===== config.mk =====
export PLATFORM = sky130hd
export DESIGN_NAME = ja_fifo
export DESIGN_NICKNAME = d
export VERILOG_FILES = /design/src/rtl/ja_fifo.sv
export SDC_FILE = /design/constraint.sdc
export NUM_CORES = 1
export LEC_CHECK = 0
export ABC_AREA = 1
export CORE_MARGIN = 5
export CORE_UTILIZATION = 55
export DETAILED_ROUTE_END_ITERATION = 10
export GPL_TIMING_DRIVEN = 0
export PLACE_DENSITY = 0.79
export SETUP_SLACK_MARGIN = 0.15
export SLEW_MARGIN = 20
export SYNTH_ARGS = -nofsm -noshare
export SYNTH_HDL_FRONTEND = slang
export SYNTH_SLANG_ARGS = --single-unit

===== constraint.sdc =====
create_clock -name clk -period 6.2 [get_ports clk]
set_input_delay 1.24 -clock clk [delete_from_list [all_inputs] [get_ports clk]]
set_output_delay 1.24 -clock clk [all_outputs]
set_load 0.02 [all_outputs]

===== src/rtl/ja_fifo.sv =====
module ja_fifo #(
  parameter int AW        = 6,
  parameter int ACC_W     = 12,
  parameter int NOM_INC   = 512,
  parameter int NARROW_SH = 0,
  parameter int WIDE_SH   = 3,
  parameter int GUARD     = 2
) (
  input  logic       clk,
  input  logic       rst_n,
  input  logic       wr_en,
  input  logic [1:0] wr_data,
  input  logic       deep,
  input  logic       bypass,
  input  logic       stat_rd,
  output logic       rd_en,
  output logic [1:0] rd_data,
  output logic       wide_mode,
  output logic       ovf,
  output logic       unf
);
  localparam int CW   = AW + 1;
  localparam int NENT = 1 << AW;
  localparam int IW   = ACC_W + CW + WIDE_SH + 2;
  localparam logic [CW-1:0] BIG   = CW'(NENT);
  localparam logic [CW-1:0] SMALL = CW'(NENT / 2);
  localparam logic signed [IW-1:0] INC_MAX = IW'((1 << ACC_W) - 1);

  logic             deep_q, rd_q;
  logic [CW-1:0]    cnt;
  logic [AW-1:0]    wptr, rptr;
  logic [ACC_W-1:0] acc;
  logic [1:0]       data_q;
  logic [1:0]       mem [NENT];

  logic [CW-1:0]        depth, depth_n, half, half_n;
  logic [AW-1:0]        mask;
  logic                 reinit, empty, full, fire, rd_ok, wr_ok;
  logic signed [IW-1:0] err, corr, inc_s;
  logic [ACC_W-1:0]     inc;
  logic [ACC_W:0]       sum;

  assign depth   = deep_q ? BIG : SMALL;
  assign depth_n = deep ? BIG : SMALL;
  assign half    = depth >> 1;
  assign half_n  = depth_n >> 1;
  assign mask    = AW'(depth - CW'(1));
  assign reinit  = bypass | (deep != deep_q);
  assign empty   = (cnt == '0);
  assign full    = (cnt == depth);

  assign wide_mode = (cnt <= CW'(GUARD)) | (cnt >= depth - CW'(GUARD));

  assign err   = $signed(IW'(cnt)) - $signed(IW'(half));
  assign corr  = wide_mode ? (err <<< WIDE_SH) : (err <<< NARROW_SH);
  assign inc_s = $signed(IW'(NOM_INC)) + corr;

  always_comb begin
    if (inc_s < 0)            inc = '0;
    else if (inc_s > INC_MAX) inc = INC_MAX[ACC_W-1:0];
    else                      inc = inc_s[ACC_W-1:0];
  end

  assign sum   = {1'b0, acc} + {1'b0, inc};
  assign fire  = sum[ACC_W];
  assign rd_ok = fire & ~empty;
  assign wr_ok = wr_en & ~full;

  assign rd_en   = bypass ? wr_en : rd_q;
  assign rd_data = bypass ? wr_data : data_q;

  always_ff @(posedge clk or negedge rst_n) begin
    if (!rst_n) begin
      deep_q <= 1'b0;
      cnt    <= SMALL >> 1;
      wptr   <= AW'(NENT / 4);
      rptr   <= '0;
      acc    <= '0;
      rd_q   <= 1'b0;
      data_q <= '0;
      ovf    <= 1'b0;
      unf    <= 1'b0;
      for (int i = 0; i < NENT; i++) mem[i] <= '0;
    end else begin
      deep_q <= deep;
      ovf    <= (ovf & ~stat_rd) | (~reinit & wr_en & full);
      unf    <= (unf & ~stat_rd) | (~reinit & fire & empty);
      if (reinit) begin
        cnt    <= half_n;
        wptr   <= AW'(half_n);
        rptr   <= '0;
        acc    <= '0;
        rd_q   <= 1'b0;
        data_q <= '0;
        for (int i = 0; i < NENT; i++) mem[i] <= '0;
      end else begin
        acc  <= sum[ACC_W-1:0];
        rd_q <= fire;
        if (fire) data_q <= empty ? 2'b00 : mem[rptr];
        if (rd_ok) rptr <= (rptr + AW'(1)) & mask;
        if (wr_ok) begin
          mem[wptr] <= wr_data;
          wptr      <= (wptr + AW'(1)) & mask;
        end
        cnt <= cnt + CW'(wr_ok) - CW'(rd_ok);
      end
    end
  end
endmodule


### After elaboration in Yosys (flattened, before gate mapping)

Cells that the tools add are included.
Widths: inputs -> output; s select.

| operators by class | value |
|---|---|
| $add $sub $neg | 9 |
| magnitude comparators | 7 |
| equal/unequal tests | 2 |
| muxes and demuxes | 25 |
| bitwise operators | 20 |
| reduce and logical (&&, ||, !) cells | 5 |

Operator list:

| cell | number |
|---|---|
| $mux 128 | 2 |
| $bwmux 128 | 1 |
| $mux 12 | 3 |
| $mux 6 | 4 |
| $mux 7 | 3 |
| $ge 7x7->1 const B | 2 |
| $mux 2 | 7 |
| $not 6->7 | 2 |
| $add 12x12->13 | 1 |
| $gt 12x13->1 const B | 1 |
| $add 11x11->12 const A | 1 |
| $add 6x1->6 const B | 2 |
| $and 6x6->6 | 2 |
| $bmux 2 s6 | 1 |
| $demux 2 s6 | 1 |
| $lt 12x1->1 const B | 1 |
| $mux 10 | 1 |
| $and 1x1->1 | 8 |
| $sub 7x6->8 | 1 |
| $add 7x1->7 | 1 |
| $eq 7x7->1 | 1 |
| $ge 7x7->1 | 1 |
| $le 7x2->1 const B | 1 |
| $logic_not 7->1 | 1 |
| 10 further kinds | 19 |

| word-level totals | value |
|---|---|
| register bits | 165 |
| input bits | 8 |
| output and inout bits | 6 |
| word-level logic and storage cells | 141 |

### Longest topological paths before layout

| depth | value |
|---|---|
| depth after elaboration | 13 |
| depth in mapped cells | 33 |
| depth with buffers taken out | 32 |

### Worst setup path after synthesis

Ideal clock, no wire load.

| path | value |
|---|---|
| kind | reg-to-reg |
| from | register deep_q |
| to | register cnt[6] |
| setup time | 0.119 ns |
| data arrival time | 4.332 ns |
| required time | 6.081 ns |
| setup slack | 1.749 ns |
| cell stages (with the launch flop) | 29 |
| path buffers | 0 |
| clock period less this slack | 4.451 ns |
| cells stage by stage | dfrtp_1 inv_2 ha_1 inv_1 fa_1 xor2_1 inv_1 nor3_1 a211oi_1 ha_1 nand2_1 o21ai_0 nand2_1 nand3_1 nand2_1 inv_1 ha_1 inv_1 ha_1 inv_1 fa_1 nor2_1 o21ai_0 nand2_1 nand2_1 nand2_1 a21oi_1 or2_2 and2_1 |

| on the way | value |
|---|---|
| longest elaborated chain between the ends | 13 |
| elaborated cells on any way between the ends | 21 |
| those cells by class | 6 x add/sub; 3 x order compare; 2 x eq/ne; 5 x mux; 5 x bitwise |

RTL lines:

| what | line | source |
|---|---|---|
| from (decl) | 29 | `logic deep_q, rd_q;` |
| from (signal assigned) | 85 | `deep_q <= deep;` |
| $mux 7 | 43 | `assign depth = deep_q ? BIG : SMALL;` |
| $sub 7x2->7 | 52 | `assign wide_mode = (cnt <= CW'(GUARD)) \| (cnt >= depth - CW'(GUARD));` |
| $ge 7x7->1 | 52 |  |
| $or 1x1->1 | 52 |  |
| $mux 10 | 55 | `assign corr = wide_mode ? (err <<< WIDE_SH) : (err <<< NARROW_SH);` |
| $add 11x11->12 | 56 | `assign inc_s = $signed(IW'(NOM_INC)) + corr;` |
| $gt 12x13->1 | 60 | `else if (inc_s > INC_MAX) inc = INC_MAX[ACC_W-1:0];` |
| $mux 12 | 60 |  |
| $mux 12 | 59 | `if (inc_s < 0) inc = '0;` |
| $add 12x12->13 | 64 | `assign sum = {1'b0, acc} + {1'b0, inc};` |
| $and 1x1->1 | 66 | `assign rd_ok = fire & ~empty;` |
| $sub 7x1->7 | 105 | `cnt <= cnt + CW'(wr_ok) - CW'(rd_ok);` |
| $mux 7 * | 88 | `if (reinit) begin` |
| to (signal assigned) | 75 | `cnt <= SMALL >> 1;` |
| to (signal assigned) | 89 | `cnt <= half_n;` |
| to (signal assigned) | 105 |  |
| to (decl) | 30 | `logic [CW-1:0] cnt;` |

Every way passes the cells marked *; elsewhere a longest branch is shown, timed or not.
A chain may end at the register's enable or synchronous reset.

### Worst setup path after layout

Ends and elaborated chain as after synthesis.

==> summary.md <==
| Metric | Value |
|---|---|
| Wire length per cell | 19.3 um |
| CP max stage cell | dfrtp_1 |
| Net Count, Synth | approximately 1200 |
| Reg2Reg Depth | 28 |
| Die W | roughly 140 um |
| Post-CTS setup buffer count | 0 |
| Worst setup path startpoint | deep_q |
| Fmax | roughly 0.19 GHz |
| RSZ-0062 raised after global routing | false |
| GRT Total Usage | 28.4% |
| Most used cell, CP | nand2_1 |
| Final GP Congestion | about 0.97 |
| Post-CTS Hold Buffers | 0 |
| Largest net degree at the start of global routing | 99 |
| Clock Sinks | approximately 170 |
| DP HPWL | roughly 18000 um |
| DR vias/cell | approximately 6 |
| Critical Path AT | between 5 and 6 ns |
| Final period util | 85.7% |
| DR DRC count | 0 |
| First-pass GRT wire length | approximately 43000 um |
| FF+latch count, synth | around 170 |
| Register area share after synthesis | around 45% |
| Worst Setup Start Kind | flip-flop |
| Max Buffers Root-to-Sink | 2 |
| Worst ir drop on vdd | slightly above 0.0002 V |
| Slew margin rel. | approximately 16% |
| Chip height | between 100 and 150 um |
| Starting Density | 55.7% |
| CTS resizes | 0 |
| Final Max Slew Viols | 0 |
| Worst r2r src | deep_q |
| Sequential power share | between 30% and 40% |
| Gate power share | between 20% and 30% |
| DR vias | just under 9000 |
| Most frequent cells in the layout | nand2_1, nand3_1, dfrtp_1 |
| Final setup fails | 0 |
| Outcome | complete, no violations |
| Total Power | about 2.9 mW |
| Antenna cells | 0 |
| Mean post-synth cell area | around 8.0 um^2 |
| Slew @ Worst Pin | about 1.2 ns |
| Internal power | 1.94 mW |
| Row count | 47 |
| Slowest cell delay on critical path | about 0.48 ns |
| Die ar. | around 19000 um^2 |
| Nets | between 1000 and 1500 |
| Initial drt markers | roughly 1000 |
| R2R Path End | cnt[6] |
| Synthesis-to-layout area growth | 11.1% |
| Endpoint class of the critical path | flip-flop |
| Commonest non-fill, non-tap cell in the layout | nand2_1 |
| Number of global-route vias before repair | 8279 |
| Clock power frac | 36.4% |
| Data required, critical path | between 6 and 7 ns |
| Reg2reg setup slack | just under 0.9 ns |
| # fillers | roughly 1400 |
| GRT overflow | 0 |
| Layout cells sized above 1 | under 10% |
| Initial antenna violation count | 0 |
| Post-route ant nets | 0 |
| Ports | 14 |
| Core region area | around 16000 um^2 |
| Clock-pin slew on the worst setup and hold paths | ~0.07 ns |
| Clock insertion delay at the later pin of the skew report | roughly 0.44 ns |
| Port bufs | 13 |
| Final wirelength | around 27000 um |
| CTS tree | done |
| Setup Crit Path Kind | flip-flop to flip-flop |
| HP Class | flip-flop to flip-flop |
| Leak Pwr | 4.53 nW |
| Clock root buffer | clkbuf_16 |
| Final core utilization | 61.8% |
| Sw frac | about 33% |
| Power density over the cells | between 200 and 300 nW/um^2 |
| CTS Buf Count | 17 |
| H-tree levels | 4 |
| Cell count after synthesis | about 1100 |
| CP endpoint | cnt[6] |
| Min cycle time layout | 5.31 ns |
| Switch Pwr | 972 uW |
| Number of max-cap violations | 0 |
| Yosys warns | 0 |
| Synth cell types | 46 |
| Final setup skew | 0.00750 ns |
| Hold Vio Cnt, Final | 0 |
| Crit-path max FO | 5 |
| First drt pass iteration count | 7 |
| Synthesized area | between 9000 and 10000 um^2 |
[state kept, by name, indices dropped and copies added, names as in the netlist]
register,cells
rptr,6
acc,12
mem,128
cnt,7
unf,1
rd_q,1
data_q,2
ovf,1
deep_q,1
wptr,6
[Yosys cell counts, drive strengths merged]
master	instances	area [um^2]
nand2	277	1050
nand3	207	1040
dfrtp	163	4080
o21ai	160	801
inv	65	246
nor2	62	268
a21oi	54	270
buf	37	236
ha	31	388
clkbuf	18	67.6
nor3	15	168
nand4	12	93.8
nand3b	7	78.8
xor2	6	52.6
a211oi	4	30.0
fa	3	60.1
o21bai	3	22.5
o22ai	3	18.8
or2	3	23.8
a21o	2	15.0
clkinv	2	7.51
dfstp	2	52.6
mux2	2	22.5
o211ai	2	15.0
and2	1	6.26
conb	1	3.75
o2111ai	1	8.76
o21a	1	7.51
o31ai	1	7.51
o32ai	1	8.76
xnor2	1	8.76
[layout make-up]
cell class	count	area [um^2]	share of cell area, %
Tap cell	220	275	2.70
Sequential cell	165	4130	40.6
Inverter	67	254	2.50
Multi-Input combinational cell	860	4470	44.0
Clock buffer	18	429	4.22
Clock inverter	13	148	1.45
Timing Repair Buffer	14	163	1.60
Buffer	55	304	2.99
[routing by layer]
| layer | vias to the layer above | GRT usage, % | wire (um) |
|---|---|---|---|
| met2 | 465 | 43.7 | 12500 |
| met3 | 124 | 6.66 | 2530 |
| li1 | 3981 | - | - |
| met4 | 0 | 16.1 | 1560 |
| met5 | - | 0 | 0 |
| met1 | 4075 | 36.9 | 10700 |
[per-stage QoR]
step                      cells  setup WS (ns)  hold WS [ns]  setup TNS, ns  instance area [um^2]
after global placement     1380          -2.97         0.463        -484.37                  9570
after detailed placement   1381           1.03         0.472              0                  9600
after global routing       1412          0.595         0.519              0                 10200
after CTS                  1412          0.980         0.488              0                 10200
final                      1412          0.885         0.487              0                 10200
after floorplan            1147           1.75         0.445              0                  9160
[worst min-delay path by stage]
| stage | from | endpoint | cells after the start |
|---|---|---|---|
| after CTS | data_q[1] | data_q[1] | 2 |
| after floorplan | data_q[1] | data_q[1] | 2 |
| after global placement | data_q[1] | data_q[1] | 2 |
| final | data_q[1] | data_q[1] | 2 |
| after global routing | data_q[1] | data_q[1] | 2 |
| after detailed placement | data_q[1] | data_q[1] | 2 |
[worst max-delay path: cells and delay by family, from the launching register on]
kind / cells / cell delay (ns)
adder cells (fa/ha/maj): 6 / 1.69
XOR/XNOR: 1 / 0.15
AND/OR/NAND/NOR: 11 / 1.76
buffers and inverters: 6 / 0.55
AO/OA/AOI/OAI: 4 / 0.55
flip-flops: 1 / 0.48
[power by group through the flow]
stage / clock, mW / sequential (mW) / combinational [mW]
final: 1.06 / 1.14 / 0.709
after global routing: 1.11 / 1.15 / 0.788
after CTS: 1.06 / 1.14 / 0.700
after detailed placement: 0 / 1.16 / 0.695
after global placement: 0 / 1.16 / 0.680
after floorplan: 0 / 1.16 / 0.501
[kinds of logic (layout without fill, tap and decap cells)]
kind of cell / Yosys count / after routing / synth area share [%]
XOR/XNOR: 7 / 7 / 0.669
AO/OA/AOI/OAI: 232 / 232 / 13.1
adder cells (fa/ha/maj): 34 / 34 / 4.89
buffers and inverters: 122 / 167 / 6.09
multiplexers: 2 / 2 / 0.246
other: 1 / 1 / 0.0409
flip-flops: 165 / 165 / 45.1
AND/OR/NAND/NOR: 584 / 584 / 29.8
Power figures use the tool's default switching activity.
